<file path="config.mk">
export PLATFORM = sky130hd
export DESIGN_NAME = smb_bank_slave
export DESIGN_NICKNAME = d
export VERILOG_FILES = /design/src/rtl/smb_bank_pkg.sv /design/src/rtl/smb_bus_sync.sv /design/src/rtl/smb_byte_fsm.sv /design/src/rtl/smb_bank_regs.sv /design/src/rtl/smb_bank_slave.sv
export SDC_FILE = /design/constraint.sdc
export NUM_CORES = 1
export LEC_CHECK = 0
export BUFFER_PORTS_ARGS = -buffer_cell sky130_fd_sc_hd__buf_4
export CORE_ASPECT_RATIO = 1.25
export CORE_UTILIZATION = 45
export CTS_CLUSTER_SIZE = 24
export DETAILED_ROUTE_END_ITERATION = 16
export HOLD_SLACK_MARGIN = 0.1
export MAX_ROUTING_LAYER = met4
export PLACE_DENSITY_LB_ADDON = 0.05
export SLEW_MARGIN = 40
export SYNTH_ARGS = -nofsm -noshare
export SYNTH_HDL_FRONTEND = slang
export SYNTH_SLANG_ARGS = --single-unit
export TNS_END_PERCENT = 5
</file>
<file path="constraint.sdc">
create_clock -name clk_i -period 2.55 [get_ports clk_i]
set_clock_uncertainty 0.15 [all_clocks]
set_input_delay 0.51 -clock clk_i [delete_from_list [all_inputs] [get_ports clk_i]]
set_output_delay 0.51 -clock clk_i [all_outputs]
set_load 0.01 [all_outputs]
</file>
<file path="src/rtl/smb_bank_pkg.sv">
package smb_bank_pkg;
  typedef enum logic [1:0] {
    STRAP_LO  = 2'b00,
    STRAP_FLT = 2'b01,
    STRAP_HI  = 2'b10
  } strap_e;

  localparam logic [6:0] BASE_LO  = 7'b0100000;
  localparam logic [6:0] BASE_FLT = 7'b0111100;
  localparam logic [6:0] BASE_HI  = 7'b1001000;

  typedef enum logic [2:0] {
    S_IDLE, S_ADDR, S_AACK, S_WDAT, S_WACK, S_RDAT, S_DONE
  } bus_st_e;

  function automatic logic [6:0] strap_base(input logic [1:0] code);
    case (code)
      STRAP_FLT: strap_base = BASE_FLT;
      STRAP_HI:  strap_base = BASE_HI;
      default:   strap_base = BASE_LO;
    endcase
  endfunction
endpackage

</file>
<file path="src/rtl/smb_bus_sync.sv">
module smb_bus_sync #(
  parameter int SYNC_STAGES = 2
) (
  input  logic clk_i,
  input  logic rst_ni,
  input  logic scl_i,
  input  logic sda_i,
  output logic scl_o,
  output logic sda_o,
  output logic scl_rise_o,
  output logic scl_fall_o,
  output logic start_o,
  output logic stop_o
);
  logic [SYNC_STAGES-1:0] scl_ff, sda_ff;
  logic scl_p, sda_p;

  always_ff @(posedge clk_i or negedge rst_ni) begin
    if (!rst_ni) begin
      scl_ff <= '1;
      sda_ff <= '1;
      scl_p  <= 1'b1;
      sda_p  <= 1'b1;
    end else begin
      scl_ff[0] <= scl_i;
      sda_ff[0] <= sda_i;
      scl_p     <= scl_ff[SYNC_STAGES-1];
      sda_p     <= sda_ff[SYNC_STAGES-1];
    end
  end

  for (genvar i = 1; i < SYNC_STAGES; i++) begin : g_chain
    always_ff @(posedge clk_i or negedge rst_ni) begin
      if (!rst_ni) begin
        scl_ff[i] <= 1'b1;
        sda_ff[i] <= 1'b1;
      end else begin
        scl_ff[i] <= scl_ff[i-1];
        sda_ff[i] <= sda_ff[i-1];
      end
    end
  end

  assign scl_o      = scl_ff[SYNC_STAGES-1];
  assign sda_o      = sda_ff[SYNC_STAGES-1];
  assign scl_rise_o = scl_o & ~scl_p;
  assign scl_fall_o = ~scl_o & scl_p;
  assign start_o    = scl_o & scl_p & sda_p & ~sda_o;
  assign stop_o     = scl_o & scl_p & ~sda_p & sda_o;
endmodule

</file>
<file path="src/rtl/smb_byte_fsm.sv">
module smb_byte_fsm
  import smb_bank_pkg::*;
#(
  parameter int DATA_W = 8
) (
  input  logic              clk_i,
  input  logic              rst_ni,
  input  logic              sda_i,
  input  logic              scl_rise_i,
  input  logic              scl_fall_i,
  input  logic              start_i,
  input  logic              stop_i,
  input  logic [DATA_W-2:0] own_addr_i,
  input  logic [DATA_W-1:0] rd_byte_i,
  output logic              sda_oe_o,
  output logic              wr_stb_o,
  output logic [DATA_W-1:0] wr_data_o
);
  localparam int CNT_W = $clog2(DATA_W + 1);

  bus_st_e           st_q;
  logic [CNT_W-1:0]  cnt_q;
  logic [DATA_W-1:0] rx_q, tx_q;
  logic              rw_q, oe_q;

  always_ff @(posedge clk_i or negedge rst_ni) begin
    if (!rst_ni) begin
      st_q  <= S_IDLE;
      cnt_q <= '0;
      rx_q  <= '0;
      tx_q  <= '0;
      rw_q  <= 1'b0;
      oe_q  <= 1'b0;
    end else if (start_i) begin
      st_q  <= S_ADDR;
      cnt_q <= '0;
      oe_q  <= 1'b0;
    end else if (stop_i) begin
      st_q  <= S_IDLE;
      cnt_q <= '0;
      oe_q  <= 1'b0;
    end else begin
      case (st_q)
        S_ADDR, S_WDAT: begin
          if (scl_rise_i) begin
            rx_q  <= {rx_q[DATA_W-2:0], sda_i};
            cnt_q <= cnt_q + 1'b1;
          end else if (scl_fall_i && cnt_q == CNT_W'(DATA_W)) begin
            if (st_q == S_WDAT) begin
              st_q <= S_WACK;
              oe_q <= 1'b1;
            end else if (rx_q[DATA_W-1:1] == own_addr_i) begin
              st_q <= S_AACK;
              oe_q <= 1'b1;
              rw_q <= rx_q[0];
            end else begin
              st_q <= S_IDLE;
            end
          end
        end
        S_AACK: if (scl_fall_i) begin
          cnt_q <= '0;
          if (rw_q) begin
            tx_q <= rd_byte_i;
            oe_q <= ~rd_byte_i[DATA_W-1];
            st_q <= S_RDAT;
          end else begin
            oe_q <= 1'b0;
            st_q <= S_WDAT;
          end
        end
        S_WACK: if (scl_fall_i) begin
          oe_q <= 1'b0;
          st_q <= S_DONE;
        end
        S_RDAT: if (scl_fall_i) begin
          if (cnt_q == CNT_W'(DATA_W - 1)) begin
            oe_q <= 1'b0;
            st_q <= S_DONE;
          end else begin
            cnt_q <= cnt_q + 1'b1;
            tx_q  <= {tx_q[DATA_W-2:0], 1'b0};
            oe_q  <= ~tx_q[DATA_W-2];
          end
        end
        default: ;
      endcase
    end
  end

  // commit at the rising edge of the data acknowledge clock
  assign wr_stb_o  = (st_q == S_WACK) & scl_rise_i;
  assign wr_data_o = rx_q;
  assign sda_oe_o  = oe_q;
endmodule

</file>
<file path="src/rtl/smb_bank_regs.sv">
module smb_bank_regs #(
  parameter int NIO     = 3,
  parameter bit PCH_RST = 1'b0,
  parameter int DATA_W  = 8
) (
  input  logic              clk_i,
  input  logic              rst_ni,
  input  logic              wr_stb_i,
  input  logic [DATA_W-1:0] wr_data_i,
  input  logic              susp_sel_i,
  input  logic              therm_i,
  output logic [NIO-1:0]    drive_o,
  output logic [NIO:0]      mask_o
);
  localparam int REG_W = DATA_W - 1;
  localparam logic [REG_W-1:0] RST_VAL = {{(NIO+1){1'b1}}, {NIO{PCH_RST}}};

  logic [1:0][REG_W-1:0] bank_q;  // [0] suspend, [1] normal
  logic [REG_W-1:0]      sel;

  always_ff @(posedge clk_i or negedge rst_ni) begin
    if (!rst_ni) begin
      bank_q <= {RST_VAL, RST_VAL};
    end else if (wr_stb_i) begin
      for (int b = 0; b < 2; b++)
        if (wr_data_i[DATA_W-1] == 1'(b)) bank_q[b] <= wr_data_i[REG_W-1:0];
    end
  end

  assign sel    = susp_sel_i ? bank_q[1] : bank_q[0];
  assign mask_o = sel[REG_W-1:NIO];

  for (genvar i = 0; i < NIO; i++) begin : g_drv
    assign drive_o[i] = sel[i] | therm_i;
  end
endmodule

</file>
<file path="src/rtl/smb_bank_slave.sv">
module smb_bank_slave
  import smb_bank_pkg::*;
#(
  parameter int NIO         = 3,
  parameter int ADDR_OFS    = 0,
  parameter bit PCH_RST     = 1'b0,
  parameter int SYNC_STAGES = 2
) (
  input  logic           clk_i,
  input  logic           rst_ni,
  input  logic           scl_i,
  input  logic           sda_i,
  output logic           sda_oe_o,
  input  logic [1:0]     strap_i,
  input  logic           susp_sel_i,
  input  logic [NIO-1:0] pin_lvl_i,
  input  logic           therm_i,
  output logic [NIO-1:0] drive_o,
  output logic [NIO:0]   mask_o
);
  localparam int DATA_W = 2 * NIO + 2;
  localparam int ADDR_W = DATA_W - 1;

  logic scl_s, sda_s, scl_rise, scl_fall, start_det, stop_det;
  logic [ADDR_W-1:0] own_addr_q;
  logic addr_vld_q;
  logic wr_stb;
  logic [DATA_W-1:0] wr_data, rd_byte;

  smb_bus_sync #(.SYNC_STAGES(SYNC_STAGES)) u_sync (
    .clk_i, .rst_ni, .scl_i, .sda_i,
    .scl_o(scl_s), .sda_o(sda_s),
    .scl_rise_o(scl_rise), .scl_fall_o(scl_fall),
    .start_o(start_det), .stop_o(stop_det)
  );

  // strap taken once, first clock out of reset
  always_ff @(posedge clk_i or negedge rst_ni) begin
    if (!rst_ni) begin
      own_addr_q <= '0;
      addr_vld_q <= 1'b0;
    end else if (!addr_vld_q) begin
      own_addr_q <= ADDR_W'(strap_base(strap_i)) + ADDR_W'(ADDR_OFS);
      addr_vld_q <= 1'b1;
    end
  end

  assign rd_byte = {{(DATA_W-NIO-1){1'b0}}, therm_i, pin_lvl_i};

  smb_byte_fsm #(.DATA_W(DATA_W)) u_fsm (
    .clk_i, .rst_ni,
    .sda_i(sda_s), .scl_rise_i(scl_rise), .scl_fall_i(scl_fall),
    .start_i(start_det), .stop_i(stop_det),
    .own_addr_i(own_addr_q), .rd_byte_i(rd_byte),
    .sda_oe_o, .wr_stb_o(wr_stb), .wr_data_o(wr_data)
  );

  smb_bank_regs #(.NIO(NIO), .PCH_RST(PCH_RST), .DATA_W(DATA_W)) u_regs (
    .clk_i, .rst_ni,
    .wr_stb_i(wr_stb), .wr_data_i(wr_data),
    .susp_sel_i, .therm_i,
    .drive_o, .mask_o
  );
endmodule

</file>
==> results of run 1 <==
cell families (layout without fill, tap and decap cells):
kind of cell,after synthesis,after routing,share of synthesized area (%)
flops,49,49,51.7
fa+ha+maj,5,5,2.60
buf+inv,15,38,2.86
xor+xnor,4,4,1.46
other cells,1,1,0.156
compound gates,35,35,11.3
simple gates,51,51,12.8
mux,35,35,17.2
worst max-delay path, delay by kind of cell, from the launching register on:
family / cells / cell delay [ps]
adders and majority gates: 1 / 250
and+or+nand+nor: 3 / 800
DFF: 1 / 440
AOI/OAI and AO/OA: 2 / 260
cells in the mapped netlist, types with 2 or more instances:
| master | instances | share of area, % |
|---|---|---|
| nor2b_1 | 5 | 1.3 |
| mux2_4 | 7 | 4.4 |
| o21ai_1 | 8 | 1.7 |
| o2111ai_1 | 2 | 0.73 |
| a21oi_1 | 3 | 0.62 |
| mux2_2 | 7 | 3.3 |
| xnor2_1 | 4 | 1.5 |
| dfstp_2 | 14 | 15 |
| o211ai_1 | 3 | 0.94 |
| inv_1 | 10 | 1.6 |
| dfrtp_1 | 35 | 36 |
| mux2_1 | 15 | 7.0 |
| mux2i_1 | 6 | 2.5 |
| ha_1 | 5 | 2.6 |
| nor4_4 | 2 | 1.8 |
| nand2_1 | 13 | 2.0 |
| a22o_1 | 3 | 1.1 |
| nand3b_1 | 3 | 0.94 |
| a211o_1 | 3 | 1.1 |
| nand3_1 | 3 | 0.62 |
| nor2_1 | 7 | 1.1 |
| nor2_2 | 3 | 0.78 |
| nand2b_1 | 2 | 0.52 |
| nor3_1 | 3 | 0.62 |
| o21ai_0 | 3 | 0.62 |
| or2_1 | 2 | 0.52 |
metal layers:
metal | global-route usage, % | vias up | wire length, µm
met3 | 4.23 | 6 | 108
met1 | 20.8 | 781 | 1800
met4 | 6.38 | 0 | 65
met2 | 31.5 | 20 | 2410
li1 | - | 734 | -
met5 | - | - | 0
worst paths after layout:
kind,from,to,slack [ps],cells after the start
min in group asynchronous,rst_ni,u_fsm.cnt_q[1],610,2
max in group asynchronous,rst_ni,addr_vld_q,1210,2
worst max register to register,u_fsm.cnt_q[0],u_fsm.cnt_q[3],570,6
worst min-delay path,sda_i,u_sync.sda_ff[0],170,1
worst min register to register,u_sync.sda_ff[0],u_sync.sda_o,200,0
worst max-delay path,u_fsm.cnt_q[0],u_fsm.cnt_q[3],570,6
repair_timing:
item,in CTS,in global routing
endpoints found under the hold margin,35,0
buffers inserted,0,0
setup endpoints to repair,0,0
hold buffers,1,0
sequential cells by signal (all words and copies together) (netlist names):
register         count
addr_vld_q           1
own_addr_q           4
u_fsm.cnt_q          4
u_fsm.rw_q           1
u_fsm.sda_oe_o       1
u_fsm.st_q           3
u_fsm.tx_q           7
u_fsm.wr_data_o      8
u_regs.bank_q       14
u_sync.scl_ff        1
u_sync.scl_o         1
u_sync.scl_p         1
u_sync.sda_ff        1
u_sync.sda_o         1
u_sync.sda_p         1
cells in the final DEF, fill, tap and decap left out, drive strengths merged, types with 4 or more instances in the layout:
cell,synthesis,routed
mux2,29,29
clkbuf,1,6
inv,11,11
dfstp,14,14
nor2b,5,5
xnor2,4,4
buf,3,18
nand2,14,14
mux2i,6,6
ha,5,5
nor2,10,10
o21ai,12,12
dfrtp,35,35
power by group through the flow:
stage               sequential (mW)  combinational [mW]  clock [mW]
floorplan                      1.12               0.635           0
global placement               1.23               0.695           0
detailed placement             1.24               0.716           0
CTS                            1.23               0.721       0.461
global route                   1.26               0.802       0.493
finish                         1.22               0.710       0.438
layout make-up:
cell class | instances | area [µm²]
inverters | 11 | 41.3
repair buffers | 19 | 145
fillers | 442 | 2430
clock inverters | 2 | 10.0
multi-input cells | 131 | 1090
flip-flops and latches | 49 | 1240
well taps | 62 | 77.6
clock buffers | 6 | 72.6
stage by stage:
step | worst slack, ps | utilization [%] | area [µm²]
6_report | 568 | 52.5 | 2690
5_1_grt | 420 | 52.5 | 2690
4_1_cts | 564 | 52.5 | 2690
3_5_place_dp | 589 | 50.7 | 2590
3_3_place_gp | 638 | 50.7 | 2590
2_1_floorplan | 705 | - | 2410
==> metrics.txt, run 1 <==
DRT antenna net count 0; LEAKAGE ~1.2 nW; # rows 29; NetSw between 0.8 and 0.9 mW; Clk pwr share between 10% and 20%; unrepaired setup endpoints after global routing no; CP Launch Type flop; area of the die 5650 µm²; initial drt markers 53; first-pass GRT wire length between 7000 and 8000 µm; CP Max Fanout 7; Synth warnings 0; Mapped Nets approximately 210; global route overflow 0; GP Congestion just under 0.9; Core Region roughly 5100 µm²; Post-Route Setup TNS 0 ps; Via density between 5 and 6; cts repair resizes 0; Max Cap Violations 0; sequential cell area fraction in the yosys report between 50% and 60%; antenna violations before repair 0; TritonCTS clock tree yes; Setup violations, final 0; crit path time final 1980 ps; drt wl/cell around 16 µm; total I/O pin count 19; Mapped Cells slightly below 200; Clock transition at path regs 90 ps; hold slack final 173 ps; Total Power roughly 2.4 mW; crit-path cells ha_1, and3b_1, nor4_4, o32ai_2, or4_1, o211ai_1; EDFF count, synth 0; Post-Layout Cell Count 280; WS Path Type reg -> reg; Seq cells post-synth a little under 50; Power Dens Cells between 800 and 900 nW/µm²; top_reg_cell synth dfrtp_1; post-synth cell types 50; status complete, no violations; Die W around 67 µm; Worst Tran Pin Value 665 ps; Die Span Y roughly 84 µm; placed cells 271; Port Buf Inserts 18; fin nets around 230; mapped cell area around 2400 µm²; initial core utilization between 40% and 50%; WP data required 2620 ps; drt drc 0; Global Route Usage Sum 18.5%; power share of the sequential group roughly half; largest net degree at the start of global routing 50; vias in the first global route between 1500 and 2000; maximum root-to-sink buffer count 2; delay of the slowest cell on the worst path approximately 440 ps; area delta synth->final 11.5%; H-tree levels 2; fin crit share ~78%; DR vias approximately 1500; Diodes inserted 0; achievable frequency between 500 and 600 MHz; root buf cell clkbuf_8; Worst path slowest cell dfrtp_1; Final Hold Vio Count 0; synthesized area per cell between 10 and 15 µm²; clk sinks between 40 and 50; worst skew pair latency 300 ps; ys async rst share 100%; combinational fraction of design power 29.9%; share of layout cells above drive strength 1 approximately 30%; Max Transition Viols Final 0; drt first pass iters 4; IR drop worst, VDD ~0.0005 V; Post-DP HPWL approximately 3200 µm; P_int 1.54 mW; HP Class in -> reg; switching power share of the total roughly a third; worst rel slew slack 55.3%; CTS Buf Count 5; Routed WL between 4000 and 5000 µm; Setup crit end kind flop; CP arrival 2050 ps
Power figures use the tool's default switching activity.
==> run 2: changes to the inputs <==
==> constraint.sdc (replaced) <==
create_clock -name clk_i -period 1.65 [get_ports clk_i]
set_clock_uncertainty 0.15 [all_clocks]
set_input_delay 0.33 -clock clk_i [delete_from_list [all_inputs] [get_ports clk_i]]
set_output_delay 0.33 -clock clk_i [all_outputs]
set_load 0.01 [all_outputs]
==> metrics.txt, run 2 (synthesized netlist as in run 1, its figures left out) <==
Post-Route Setup TNS -1680 ps; Final Hold Vio Count 0; Hold Path Origin pin_lvl_i[0]; Max Cap Violations 0; worst rel slew slack between 50% and 60%; Via density about 5.3; Global Route Usage Sum a little over a fifth; WP data required around 1700 ps; Worst Tran Pin Value ~620 ps; Worst path slowest cell dfrtp_1; Die Span Y 83.8 µm; root buf cell clkbuf_8; Clock transition at path regs roughly 90 ps; global route overflow 0; Routed WL between 4000 and 5000 µm; Finished Cell Area between 3000 and 4000 µm²; Setup violations, final 18; unrepaired setup endpoints after global routing yes; H-tree levels 2; R2R setup slack -200 ps; Power Dens Cells 1430 nW/µm²; most frequent cells in the layout buf_4 (50), dfrtp_1 (33), mux2_4 (14), dfstp_2 (14), nand2_1 (11); CP arrival ~1900 ps; crit-path cells inv_1, ha_1, nand3b_1, a2111oi_4, a21o_1, o2111ai_1, o211ai_1; DR vias ~1700; failing checks setup timing; CP Launch Type flop; Hold Path Depth 2; Diodes inserted 0; Final WS setup -203 ps; total I/O pin count 19; delay of the slowest cell on the worst path 410 ps; Register-to-Register Path Depth 7; initial drt markers between 40 and 50; initial core utilization between 40 and 50%; first-pass GRT wire length 8580 µm; R2R Path End u_fsm.st_q[1]; Port Buf Inserts 18; placed inst area ~2900 µm²; vias in the first global route around 1900; drt wl/cell 15.5 µm; Post-DP HPWL 3700 µm; Setup crit end kind flop; max reg flops 14; antenna violations before repair 0; share of layout cells above drive strength 1 47.3%; Core Region between 5000 and 6000 µm²; Die W roughly 67 µm; Largest Register u_regs.bank_q; DRT antenna net count 0; HP Class in -> reg; maximum root-to-sink buffer count 2; CP Max Fanout 4; achievable frequency 540 MHz; crit path time final ~1900 ps; clk sinks between 40 and 50; FF-to-FF Start u_fsm.cnt_q[1]; Layout fillers between 400 and 500; IR drop worst, VDD between 0.0007 and 0.0008 V; fin crit share 112%; WS Path Type reg -> reg; area delta synth->final 31.1%; GP Congestion roughly 0.85; worst skew pair latency 300 ps; Max Transition Viols Final 0; drt first pass iters 6; LEAKAGE ~1.5 nW; CTS Buf Count 5; TritonCTS clock tree yes; Placement Setup Slack -219 ps; area of the die 5650 µm²; fin nets about 280; drt drc 0; commonest non-fill, non-tap cell in the layout buf_4; status complete, but fails checks; # rows 29; Worst Hold End u_fsm.tx_q[0]; largest net degree at the start of global routing 50
## run 2: cell count changes in the layout (fill, tap and decap cells not counted), moves of 2 or more
cell,delta
nand2_1,-2
buf_6,+6
dfrtp_1,-2
mux2_4,+7
buf_4,+32
buf_12,+2
dfrtp_2,+2
dlygate4sd3_1,+2
mux2_1,-7
nand2_2,+2
clkinv_2,-2
## run 2: repair_timing
item	4_1_cts	5_1_grt
endpoints found under the hold margin	37	0
endpoints found under the setup margin	37	41
buffers inserted	2	0
hold buffers	3	0
cloned	0	0
pin swaps	6	4
resized for setup	15	10
## run 2: through the flow
stage               util [%]  power [mW]  hold slack [ps]  instances
floorplan                  -        2.72             -116        195
CTS                     61.0        4.45              125        322
detailed placement      56.7        3.46              197        309
global placement        56.7        3.38              196        309
finish                  61.7        4.50              127        322
global route            61.7        4.78              127        322
## run 2: power breakdown
| part | internal (mW) | total (mW) | switching [mW] |
|---|---|---|---|
| logic | 1.02 | 1.83 | 0.807 |
| registers | 1.53 | 1.79 | 0.259 |
| clock network | 0.493 | 0.887 | 0.394 |
## run 2: per-layer routing
layer  up-vias  GRT usage [%]  share of wire [%]
li1        814              -                  -
met1       864           21.8                 40
met2        17           37.5                 56
met3         9           3.96                1.9
met4         0           6.96                1.7
met5         -              -                  0
## run 2: worst max-delay path, delay by kind of cell, from the launching register on
kind / cells / cell delay, ps
compound gates: 4 / 850
flops: 1 / 410
simple gates: 1 / 160
fa+ha+maj: 1 / 130
buf+inv: 1 / 60
## run 2: worst max path at each step
stage / start / endpoint / slack, ps / depth (start not counted)
after CTS: u_fsm.cnt_q[1] / u_fsm.st_q[1] / -210 / 7
after detailed placement: u_fsm.cnt_q[0] / u_fsm.cnt_q[3] / -220 / 6
final: u_fsm.cnt_q[1] / u_fsm.st_q[1] / -200 / 7
after global routing: u_fsm.cnt_q[0] / u_fsm.st_q[1] / -300 / 7
after floorplan: u_fsm.cnt_q[0] / u_fsm.cnt_q[3] / -180 / 6
after global placement: u_fsm.cnt_q[0] / u_fsm.cnt_q[3] / -150 / 6
## run 2: final cells by class
class / instances / area, µm² / area share (%)
Clock buffer: 6 / 82.6 / 2.62
Multi-Input combinational cell: 131 / 1160 / 36.7
Sequential cell: 49 / 1250 / 39.5
Clock inverter: 2 / 37.5 / 1.19
Timing Repair Buffer: 61 / 513 / 16.3
Inverter: 11 / 41.3 / 1.31
Tap cell: 62 / 77.6 / 2.46
